<file path="src/rtl/wrpoll_pkg.sv">
// Package: shared types of the write completion poller.
// Assumes: nothing beyond IEEE 1800-2017.
package wrpoll_pkg;

    // Sequencer states
    typedef enum logic [2:0] {
        ST_IDLE,
        ST_ARM,
        ST_POLL,
        ST_RD_STAT,
        ST_RD_CONF,
        ST_DONE,
        ST_FAIL
    } wp_state_e;

    // Run configuration captured at start
    typedef struct packed {
        logic mode_data;
        logic op_erase;
        logic use_rdy;
    } wp_cfg_t;

endpackage

</file>
<file path="src/rtl/wrpoll_strobe_gate.sv">
// Module: wrpoll_strobe_gate
// Counts write strobes after a run is armed and signals the strobe that makes
// the status bits meaningful (PROG_STROBES for a program, ERASE_STROBES for
// an erase). Assumes wr_stb is a clean single-cycle pulse per strobe.
module wrpoll_strobe_gate #(
    parameter int PROG_STROBES  = 4,
    parameter int ERASE_STROBES = 6
) (
    input  logic clk,
    input  logic rst_n,
    input  logic clear,
    input  logic count_en,
    input  logic op_erase,
    input  logic wr_stb,
    output logic reached
);
    localparam int MAXS = (PROG_STROBES > ERASE_STROBES) ? PROG_STROBES : ERASE_STROBES;
    localparam int CW   = $clog2(MAXS + 1);

    logic [CW-1:0] cnt_q;
    logic [CW-1:0] need;

    // Select the strobe count required by the operation kind
    always_comb need = op_erase ? CW'(ERASE_STROBES) : CW'(PROG_STROBES);

    // Flag the strobe that completes the required count
    always_comb reached = count_en && wr_stb && ((cnt_q + 1'b1) == need);

    // Strobe counter, cleared at each new run
    always_ff @(posedge clk) begin
        if (!rst_n || clear)
            cnt_q <= '0;
        else if (count_en && wr_stb)
            cnt_q <= cnt_q + 1'b1;
    end

endmodule

</file>
<file path="src/rtl/wrpoll_judge.sv">
// Module: wrpoll_judge
// Pure combinational verdict on one returned word: whether the status bits
// say the operation finished, and whether the whole word equals the finished
// value (expected data for a program, all ones for an erase).
// Assumes DW > both TOG_BIT and DPOLL_BIT.
module wrpoll_judge #(
    parameter int DW        = 16,
    parameter int TOG_BIT   = 6,
    parameter int DPOLL_BIT = 7
) (
    input  logic [DW-1:0] rd_data,
    input  logic [DW-1:0] exp_data,
    input  logic          mode_data,
    input  logic          op_erase,
    input  logic          prev_tog,
    input  logic          have_prev,
    output logic          stat_done,
    output logic          word_ok
);
    logic [DW-1:0] final_word;
    logic          dpoll_done;
    logic          tog_done;

    // Value a finished location must read back
    always_comb final_word = op_erase ? {DW{1'b1}} : exp_data;

    // Bit-7 method: true data bit for program, one for erase
    always_comb dpoll_done = op_erase ? rd_data[DPOLL_BIT]
                                      : (rd_data[DPOLL_BIT] == exp_data[DPOLL_BIT]);

    // Bit-6 method: no change against the previous read
    always_comb tog_done = have_prev && (rd_data[TOG_BIT] == prev_tog);

    // Final verdicts
    always_comb begin
        stat_done = mode_data ? dpoll_done : tog_done;
        word_ok   = (rd_data == final_word);
    end

endmodule

</file>
<file path="src/rtl/wrpoll_poll_cnt.sv">
// Module: wrpoll_poll_cnt
// Counts unsuccessful polls of one run and flags the configured limit.
// Assumes inc is never asserted once limit is high.
module wrpoll_poll_cnt #(
    parameter int MAX_POLLS = 16
) (
    input  logic clk,
    input  logic rst_n,
    input  logic clear,
    input  logic inc,
    output logic limit
);
    localparam int CW = $clog2(MAX_POLLS + 1);

    logic [CW-1:0] cnt_q;

    // Limit reached when the count equals the maximum
    always_comb limit = (cnt_q == CW'(MAX_POLLS));

    // Poll counter, cleared at each new run
    always_ff @(posedge clk) begin
        if (!rst_n || clear)
            cnt_q <= '0;
        else if (inc && !limit)
            cnt_q <= cnt_q + 1'b1;
    end

endmodule

</file>
<file path="src/rtl/wrpoll_top.sv">
// Module: wrpoll_top
// Write completion poller. Armed by start, it waits for the required write
// strobes, then polls the target location with single reads until status
// bit 6 (no toggle) or bit 7 (final value) shows completion. An ambiguous
// finish gets two confirmation reads. The optional ready/busy level gates
// reads. A poll limit ends the run with a timeout.
// Assumes rd_ack is only asserted while rd_req is high, and rdy_in is
// synchronous to clk.
module wrpoll_top
    import wrpoll_pkg::*;
#(
    parameter int DW            = 16,
    parameter int AW            = 20,
    parameter int MAX_POLLS     = 16,
    parameter int PROG_STROBES  = 4,
    parameter int ERASE_STROBES = 6,
    parameter int TOG_BIT       = 6,
    parameter int DPOLL_BIT     = 7
) (
    input  logic          clk,
    input  logic          rst_n,
    input  logic          start,
    input  logic          mode_data,
    input  logic          op_erase,
    input  logic          use_rdy,
    input  logic [AW-1:0] tgt_addr,
    input  logic [DW-1:0] exp_data,
    input  logic          wr_stb,
    input  logic          rdy_in,
    output logic          rd_req,
    output logic [AW-1:0] rd_addr,
    input  logic          rd_ack,
    input  logic [DW-1:0] rd_data,
    output logic          busy,
    output logic          done,
    output logic          fail,
    output logic          timeout
);
    wp_state_e     state_q, state_d;
    wp_cfg_t       cfg_q;
    logic [AW-1:0] addr_q;
    logic [DW-1:0] exp_q;
    logic          prev_tog_q, have_prev_q;
    logic          conf_idx_q, conf_bad_q, tmo_q;

    logic launch, gate_open, stat_done, word_ok, poll_limit, poll_inc, rdy_block;

    // Accept a start only when idle
    always_comb launch = start && (state_q == ST_IDLE);

    // Busy level holds off reads only when enabled
    always_comb rdy_block = cfg_q.use_rdy && !rdy_in;

    wrpoll_strobe_gate #(
        .PROG_STROBES (PROG_STROBES),
        .ERASE_STROBES(ERASE_STROBES)
    ) u_gate (
        .clk     (clk),
        .rst_n   (rst_n),
        .clear   (launch),
        .count_en(state_q == ST_ARM),
        .op_erase(cfg_q.op_erase),
        .wr_stb  (wr_stb),
        .reached (gate_open)
    );

    wrpoll_judge #(
        .DW       (DW),
        .TOG_BIT  (TOG_BIT),
        .DPOLL_BIT(DPOLL_BIT)
    ) u_judge (
        .rd_data  (rd_data),
        .exp_data (exp_q),
        .mode_data(cfg_q.mode_data),
        .op_erase (cfg_q.op_erase),
        .prev_tog (prev_tog_q),
        .have_prev(have_prev_q),
        .stat_done(stat_done),
        .word_ok  (word_ok)
    );

    // Count busy-level waits and unfinished status reads as polls
    always_comb poll_inc = ((state_q == ST_POLL) && !poll_limit && rdy_block)
                        || ((state_q == ST_RD_STAT) && rd_ack && !stat_done);

    wrpoll_poll_cnt #(
        .MAX_POLLS(MAX_POLLS)
    ) u_polls (
        .clk  (clk),
        .rst_n(rst_n),
        .clear(launch),
        .inc  (poll_inc),
        .limit(poll_limit)
    );

    // Next-state decision of the sequencer
    always_comb begin
        state_d = state_q;
        case (state_q)
            ST_IDLE:    if (launch) state_d = ST_ARM;
            ST_ARM:     if (gate_open) state_d = ST_POLL;
            ST_POLL: begin
                if (poll_limit)      state_d = ST_FAIL;
                else if (!rdy_block) state_d = ST_RD_STAT;
            end
            ST_RD_STAT: begin
                if (rd_ack) begin
                    if (!stat_done)   state_d = ST_POLL;
                    else if (word_ok) state_d = ST_DONE;
                    else              state_d = ST_RD_CONF;
                end
            end
            ST_RD_CONF: begin
                if (rd_ack && conf_idx_q)
                    state_d = (conf_bad_q || !word_ok) ? ST_FAIL : ST_DONE;
            end
            ST_DONE:    state_d = ST_IDLE;
            ST_FAIL:    state_d = ST_IDLE;
            default:    state_d = ST_IDLE;
        endcase
    end

    // State register
    always_ff @(posedge clk) begin
        if (!rst_n) state_q <= ST_IDLE;
        else        state_q <= state_d;
    end

    // Capture the run configuration, address and expected word at start
    always_ff @(posedge clk) begin
        if (!rst_n) begin
            cfg_q  <= '0;
            addr_q <= '0;
            exp_q  <= '0;
        end else if (launch) begin
            cfg_q  <= '{mode_data: mode_data, op_erase: op_erase, use_rdy: use_rdy};
            addr_q <= tgt_addr;
            exp_q  <= exp_data;
        end
    end

    // Remember bit 6 of the last status read for the toggle method
    always_ff @(posedge clk) begin
        if (!rst_n || launch) begin
            prev_tog_q  <= 1'b0;
            have_prev_q <= 1'b0;
        end else if ((state_q == ST_RD_STAT) && rd_ack) begin
            prev_tog_q  <= rd_data[TOG_BIT];
            have_prev_q <= 1'b1;
        end
    end

    // Track the two confirmation reads and whether either was unclean
    always_ff @(posedge clk) begin
        if (!rst_n) begin
            conf_idx_q <= 1'b0;
            conf_bad_q <= 1'b0;
        end else if ((state_q == ST_RD_STAT) && rd_ack) begin
            conf_idx_q <= 1'b0;
            conf_bad_q <= 1'b0;
        end else if ((state_q == ST_RD_CONF) && rd_ack) begin
            conf_idx_q <= 1'b1;
            conf_bad_q <= conf_bad_q || !word_ok;
        end
    end

    // Remember that the failure came from the poll limit
    always_ff @(posedge clk) begin
        if (!rst_n || launch)
            tmo_q <= 1'b0;
        else if ((state_q == ST_POLL) && poll_limit)
            tmo_q <= 1'b1;
    end

    // Output decode
    always_comb begin
        rd_req  = (state_q == ST_RD_STAT) || (state_q == ST_RD_CONF);
        rd_addr = addr_q;
        busy    = (state_q != ST_IDLE);
        done    = (state_q == ST_DONE);
        fail    = (state_q == ST_FAIL);
        timeout = (state_q == ST_FAIL) && tmo_q;
    end

endmodule

</file>
<file path="config.mk">
export PLATFORM = sky130hd
export DESIGN_NAME = wrpoll_top
export DESIGN_NICKNAME = d
export VERILOG_FILES = /design/src/rtl/wrpoll_pkg.sv /design/src/rtl/wrpoll_strobe_gate.sv /design/src/rtl/wrpoll_judge.sv /design/src/rtl/wrpoll_poll_cnt.sv /design/src/rtl/wrpoll_top.sv
export SDC_FILE = /design/constraint.sdc
export NUM_CORES = 1
export LEC_CHECK = 0
export CORE_MARGIN = 4
export CORE_UTILIZATION = 46
export DETAILED_ROUTE_END_ITERATION = 6
export GPL_ROUTABILITY_DRIVEN = 0
export GPL_TIMING_DRIVEN = 0
export HOLD_SLACK_MARGIN = 0.06
export PLACE_DENSITY = 0.79
export SYNTH_ARGS = -nofsm -noshare
export SYNTH_HDL_FRONTEND = slang
export SYNTH_SLANG_ARGS = --single-unit
</file>
<file path="constraint.sdc">
create_clock -name clk -period 2.8 [get_ports clk]
set_input_delay 0.56 -clock clk [delete_from_list [all_inputs] [get_ports clk]]
set_output_delay 0.56 -clock clk [all_outputs]
set_load 0.01 [all_outputs]
</file>
==> flow_summary.yaml, run 1 <==
global_routing:
  overflow: 0
  grt_pass1_vias: 2659
  track_usage_pct: 20.0
  grt_start_max_net_pins: 18
  antenna_found_initial: 0
  grt_pass1_wl_microns: 12000
worst_hold_path:
  holdCritPathClass: "flop to flop"
setup_path:
  crit_path_top_delay_cell: "clkdlybuf4s50_1"
  worstSetupStartpoint: "state_q[0]$_SDFFE_PN0P_"
  crit_cells: 4
  cp_cell_sequence: "buf_1 -> nor3_2 -> or2_2 -> clkdlybuf4s50_1"
  worstPathArrival_ns: 2.05
  r2r-start: "state_q[0]$_SDFFE_PN0P_"
  rrSetupSlack_ns: 0.44
  cp-end-kind: "output port"
  crit_required_ns: 2.24
  path_class: "flop to output port"
  r2r-end: "exp_q[10]$_SDFFE_PN0P_"
  start_kind: "flop"
  critPathBufInv: 2
  rr_worst_depth: 7
  crit_fanout: 10
  slowest_delay_ns: 0.48
  crit_end: "rd_req"
  crit_family: "buffers and inverters"
outcome:
  status: "finished clean"
drt:
  drcViolationCount: 0
  drt-total-wl_microns: 7260
  met1_length_microns: 3100
  drtAntennaViolNets: 0
  vias_per_cell: 5.31
  drt-initial-drc-count: 188
  first_pass_iters: 5
  dr_wl_met2_microns: 3450
  top_layer_used: "met4"
  dr_total_vias: 2740
  wl_per_cell_microns: 14.1
  route.met3.wl_microns: 594
clocking:
  cts_hold_buf: 0
  clockBufferDepth: 2
  path_clk_slew_ns: 0.10
  ctsResizeCount: 0
  cts.sinks: 55
  cts_made_buffers: 5
  clockRootBuffer: "clkbuf_8"
  insertion_delay_ns: 0.31
  cts_tree: "yes"
  cts_setup_buffers: 0
  cts_htree_levels: 2
timing:
  setup-violations-final: 0
  worst_pin_slew_ns: 0.608
  maxSlewViolCount: 0
  fmax_mhz: 383
  tns_ns: 0
  rsz0062_at_grt: "no"
  hold_ws_ns: 0.467
  finalCritPeriodShare_pct: 93.3
  hold_violations: 0
  period_needed_ns: 2.61
  fin_ws_ns: 0.187
  clock-skew-final_ns: 0.0122
  relSlewSlack_pct: 59.2
synthesis:
  synthArstFlopShare_pct: 0
  synth_area_leader_cell: "dfxtp_1"
  synth_nets: 416
  ys_seq_area_share_pct: 40.3
  ys_warn_count: 0
  syn_inst: 352
  synth_common_cells: "nand2_1 (109), dfxtp_1 (55), a21boi_0 (39), nand3_1 (16), a21oi_1 (15)"
  yosysTopAreaCellShare_pct: 40.3
  netlist_top_cells_area: "dfxtp_1 (40%), nand2_1 (15%), a21boi_0 (11%), xor2_1 (4.5%), nand3_1 (2.9%)"
  synth_area_per_cell_sq_um: 7.77
  syn_area_sq_um: 2740
  synth_top_flop_cell: "dfxtp_1"
  synth_edf_count: 0
  yosysMostFrequentCell: "nand2_1"
  ys_types: 40
  synth-seq-cells: 55
floorplanning:
  start_util_pct: 48.5
  die_area_sq_um: 7240
  num_rows: 27
  core_sq_um: 5640
  die_x_microns: 85.1
  fp.dieH_microns: 85.1
  io_pins: 86
pwr:
  ir_drop_uv: 305
  power.total_uw: 2250
  power_leakage_uw: 0.00137
  powerDensity_nw_per_um2: 597
final_layout:
  seq_area_sq_um: 1100
  fillers: 473
  drive_above_1_share_pct: 4.05
  antennaDiodeCount: 0
  multiInputGateArea_sq_um: 1520
  layout.nets: 507
  syn_to_final_growth_pct: 37.5
placed_design:
  port_buffers: 84
  place_ws_ns: 0.0746
  hpwl_microns: 5420
job:
  maxCapViolCount: 0
-- state kept, by name, summed over array words and instances (netlist names) --
signal / cells
rd_addr: 20
exp_q: 16
u_polls.cnt_q: 5
cfg_q: 3
state_q: 3
u_gate.cnt_q: 3
conf_bad_q: 1
conf_idx_q: 1
have_prev_q: 1
prev_tog_q: 1
tmo_q: 1
-- metal layers --
metal | vias to the layer above | GRT usage, %
met5 | - | 0
met4 | 0 | 7.05
met3 | 8 | 5.83
met2 | 105 | 33.5
met1 | 1245 | 24.5
li1 | 1382 | -
-- where the power goes --
group	internal, uW	switching, uW
Sequential	891	80.9
Clock	175	267
Combinational	379	454
-- tightest hold or removal path: cells and delay by family, from the launching register on --
family | cells | cell delay, ns
AND/OR/NAND/NOR | 1 | 0.04
flip-flops | 1 | 0.32
AO/OA/AOI/OAI | 1 | 0.06
-- cells by family after synthesis --
kind of cell / after synthesis / share of synthesized area [%]
flops: 55 / 40.3
mux: 2 / 0.732
xor+xnor: 17 / 5.44
simple gates: 168 / 27.2
compound gates: 79 / 20.4
buf+inv: 28 / 4.53
fa+ha+maj: 3 / 1.37
-- layout by cell type, fill, tap and decap left out, drive strengths merged --
cell           Yosys  routed
or4b               1       1
or4                1       1
clkbuf            14      19
o21ai              4       4
nand2            109     109
and2               2       2
nor2              14      14
nor4bb             2       2
nand4              3       3
ha                 3       3
a21o               1       1
o211ai             3       3
and3b              1       1
nor3b              2       2
nand3             16      16
nor3               3       3
dfxtp             55      55
a41oi              1       1
inv                8       8
mux2i              2       2
o22ai              4       4
clkdlybuf4s50      0      84
a22oi              1       1
or3b               1       1
xor2              14      14
or2                1       1
a21boi            39      39
a31oi              1       1
a32o               1       1
clkinvlp           0       2
o41ai              8       8
xnor2              3       3
o221ai             1       1
buf                6       6
or3                9       9
nand3b             1       1
nand2b             2       2
a21oi             15      15
clkinv             0       1
-- worst min path at each step --
stage / start / endpoint / slack (ns) / depth (start not counted)
after floorplan: have_prev_q$_SDFFE_PP0P_ / have_prev_q$_SDFFE_PP0P_ / 0.43 / 2
after global placement: have_prev_q$_SDFFE_PP0P_ / have_prev_q$_SDFFE_PP0P_ / 0.44 / 2
after detailed placement: have_prev_q$_SDFFE_PP0P_ / have_prev_q$_SDFFE_PP0P_ / 0.45 / 2
after CTS: have_prev_q$_SDFFE_PP0P_ / have_prev_q$_SDFFE_PP0P_ / 0.47 / 2
after global routing: have_prev_q$_SDFFE_PP0P_ / have_prev_q$_SDFFE_PP0P_ / 0.48 / 2
final: rd_addr[14]$_SDFFE_PN0P_ / rd_addr[14]$_SDFFE_PN0P_ / 0.47 / 2
-- stage by stage --
stage	std cells	utilization [%]	area (sq um)
6_report	516	66.6	3760
5_1_grt	516	66.6	3760
4_1_cts	516	66.6	3750
3_5_place_dp	508	65.0	3670
3_3_place_gp	508	65.0	3670
2_1_floorplan	352	-	2740
-- area by class of cell --
| class | instances | share of cell area, % |
|---|---|---|
| inverter | 8 | 0.799 |
| tap | 72 | 2.40 |
| clock inverter | 3 | 0.532 |
| clock buffer | 5 | 1.83 |
| multi-input combinational | 269 | 40.3 |
| timing repair buffer | 84 | 22.4 |
| buffer | 20 | 2.50 |
| sequential | 55 | 29.3 |
Note: power is estimated with default switching activity, not from simulation.
==> run 2, diff against run 1 <==
Settings changed: MAX_ROUTING_LAYER set to met4.
==> run 2 against run 1 <==
  * Maximum frequency about the same
  * Routed wire length decreased by 0.26%
  * Largest power group unchanged
  * Total power decreased by 0.17%
  * Via count increased by 0.88%
  * Sequential power about the same
  * Critical path depth unchanged
  * Utilization unchanged
  * Die area unchanged
  * Register-to-register slack improved by 0.02 ns
  * Flip-flop and latch count unchanged
  * Combinational power about the same
  * Highest routed layer unchanged
  * Clock skew decreased by 0.0033 ns
==> flow_summary.yaml, run 2 (synthesis results as in run 1) <==
outcome:
  status: "finished clean"
setup_path:
  crit_required_ns: 2.24
  worstSetupStartpoint: "state_q[0]$_SDFFE_PN0P_"
  rrSetupSlack_ns: 0.46
  crit_path_top_delay_cell: "clkdlybuf4s50_1"
  path_class: "flop to output port"
  r2r-end: "exp_q[10]$_SDFFE_PN0P_"
  rr_worst_depth: 7
  worstPathArrival_ns: 2.05
  r2r-start: "state_q[0]$_SDFFE_PN0P_"
  cp-end-kind: "output port"
  crit_fanout: 10
  slowest_delay_ns: 0.48
  cp_cell_sequence: "buf_1 -> nor3_2 -> or2_2 -> clkdlybuf4s50_1"
  start_kind: "flop"
worst_hold_path:
  holdCritPathClass: "flop to flop"
  min_from: "rd_addr[14]$_SDFFE_PN0P_"
  hold_depth: 2
  hold_end: "rd_addr[14]$_SDFFE_PN0P_"
final_layout:
  antennaDiodeCount: 0
  layout_commonest_cell: "nand2_1"
  syn_to_final_growth_pct: 37.5
  largest_reg_flops: 20
  mostFrequentLayoutCells: "nand2_1 (109), clkdlybuf4s50_1 (84), dfxtp_1 (55), a21boi_0 (39), nand3_1 (16)"
  final_cells: 516
  finish.utilization_pct: 66.6
  drive_above_1_share_pct: 4.05
  layout.nets: 507
floorplanning:
  start_util_pct: 48.5
  die_area_sq_um: 7240
  io_pins: 86
  fp.dieH_microns: 85.1
  die_x_microns: 85.1
  num_rows: 27
  core_sq_um: 5640
timing:
  finalCritPeriodShare_pct: 93.3
  period_needed_ns: 2.61
  setup-violations-final: 0
  hold_violations: 0
  relSlewSlack_pct: 59.3
  clock-skew-final_ns: 0.00888
  rsz0062_at_grt: "no"
  tns_ns: 0
  worst_pin_slew_ns: 0.606
  fmax_mhz: 383
  maxSlewViolCount: 0
drt:
  dr_total_vias: 2764
  wl_per_cell_microns: 14.0
  vias_per_cell: 5.36
  drt-initial-drc-count: 188
  drtAntennaViolNets: 0
  drt-total-wl_microns: 7240
  first_pass_iters: 5
  drcViolationCount: 0
pwr:
  powerDensity_nw_per_um2: 596
  power_leakage_uw: 0.00137
  ir_drop_uv: 305
clocking:
  clockRootBuffer: "clkbuf_8"
  cts_htree_levels: 2
  cts_made_buffers: 5
  cts_tree: "yes"
  insertion_delay_ns: 0.31
  path_clk_slew_ns: 0.10
  cts_hold_buf: 0
  cts.sinks: 55
  clockBufferDepth: 2
global_routing:
  grt_pass1_vias: 2662
  grt_use_met2_pct: 33.5
  track_usage_pct: 20.6
  overflow: 0
  gr-usage-met3_pct: 5.34
  use_met1_pct: 24.7
  grt_pass1_wl_microns: 12000
  antenna_found_initial: 0
  grt_start_max_net_pins: 18
  grt_busiest_layer: "met2"
placed_design:
  hpwl_microns: 5420
  port_buffers: 84
  dp.cells: 508
job:
  maxCapViolCount: 0
## run 2: worst max path at each step
stage / slack [ns] / cells past startpoint / end
2_1_floorplan: 0.70 / 6 / state_q[0]$_SDFFE_PN0P_
4_1_cts: 0.05 / 5 / rd_req
6_report: 0.19 / 4 / rd_req
5_1_grt: 0.08 / 5 / timeout
3_3_place_gp: 0.09 / 7 / state_q[0]$_SDFFE_PN0P_
3_5_place_dp: 0.07 / 7 / state_q[0]$_SDFFE_PN0P_
## run 2: routing by layer
metal  vias up  part of all wire [%]
met5         -                     0
met4         0                   1.9
met3        13                   8.1
met2       111                    47
met1      1258                    43
li1       1382                     -
## run 2: layout make-up
cell class | count | area, sq um
Buffer | 20 | 93.8
Inverter | 8 | 30.0
Sequential cell | 55 | 1100
Clock inverter | 3 | 20.0
Tap cell | 72 | 90.1
Multi-Input combinational cell | 269 | 1520
Clock buffer | 5 | 68.8
Timing Repair Buffer | 84 | 841
Fill cell | 473 | 1880
## run 2: per-stage QoR
stage	hold slack (ns)	setup WS [ns]	instance area, sq um	total power [uW]
finish	0.467	0.188	3760	2240
floorplan	0.426	0.704	2740	1460
detailed placement	0.451	0.0746	3670	1820
CTS	0.467	0.0456	3750	2260
global route	0.475	0.0829	3760	2390
global placement	0.438	0.0944	3670	1790
## run 2: where the power goes
group	internal (uW)	switching [uW]	total, uW
Clock	175	264	439
Sequential	891	80.9	972
Combinational	379	453	832
## run 2: worst max-delay path: cells and delay by family (launching register included)
family	cells	cell delay, ns
buffers and inverters	2	0.87
AND/OR/NAND/NOR	2	0.47
flip-flops	1	0.40
## run 2: what timing repair did
| action | 4_1_cts | 5_1_grt |
|---|---|---|
| resized for setup | 0 | 1 |
| setup endpoints to repair | 0 | 1 |
| setup buffers | 0 | 0 |
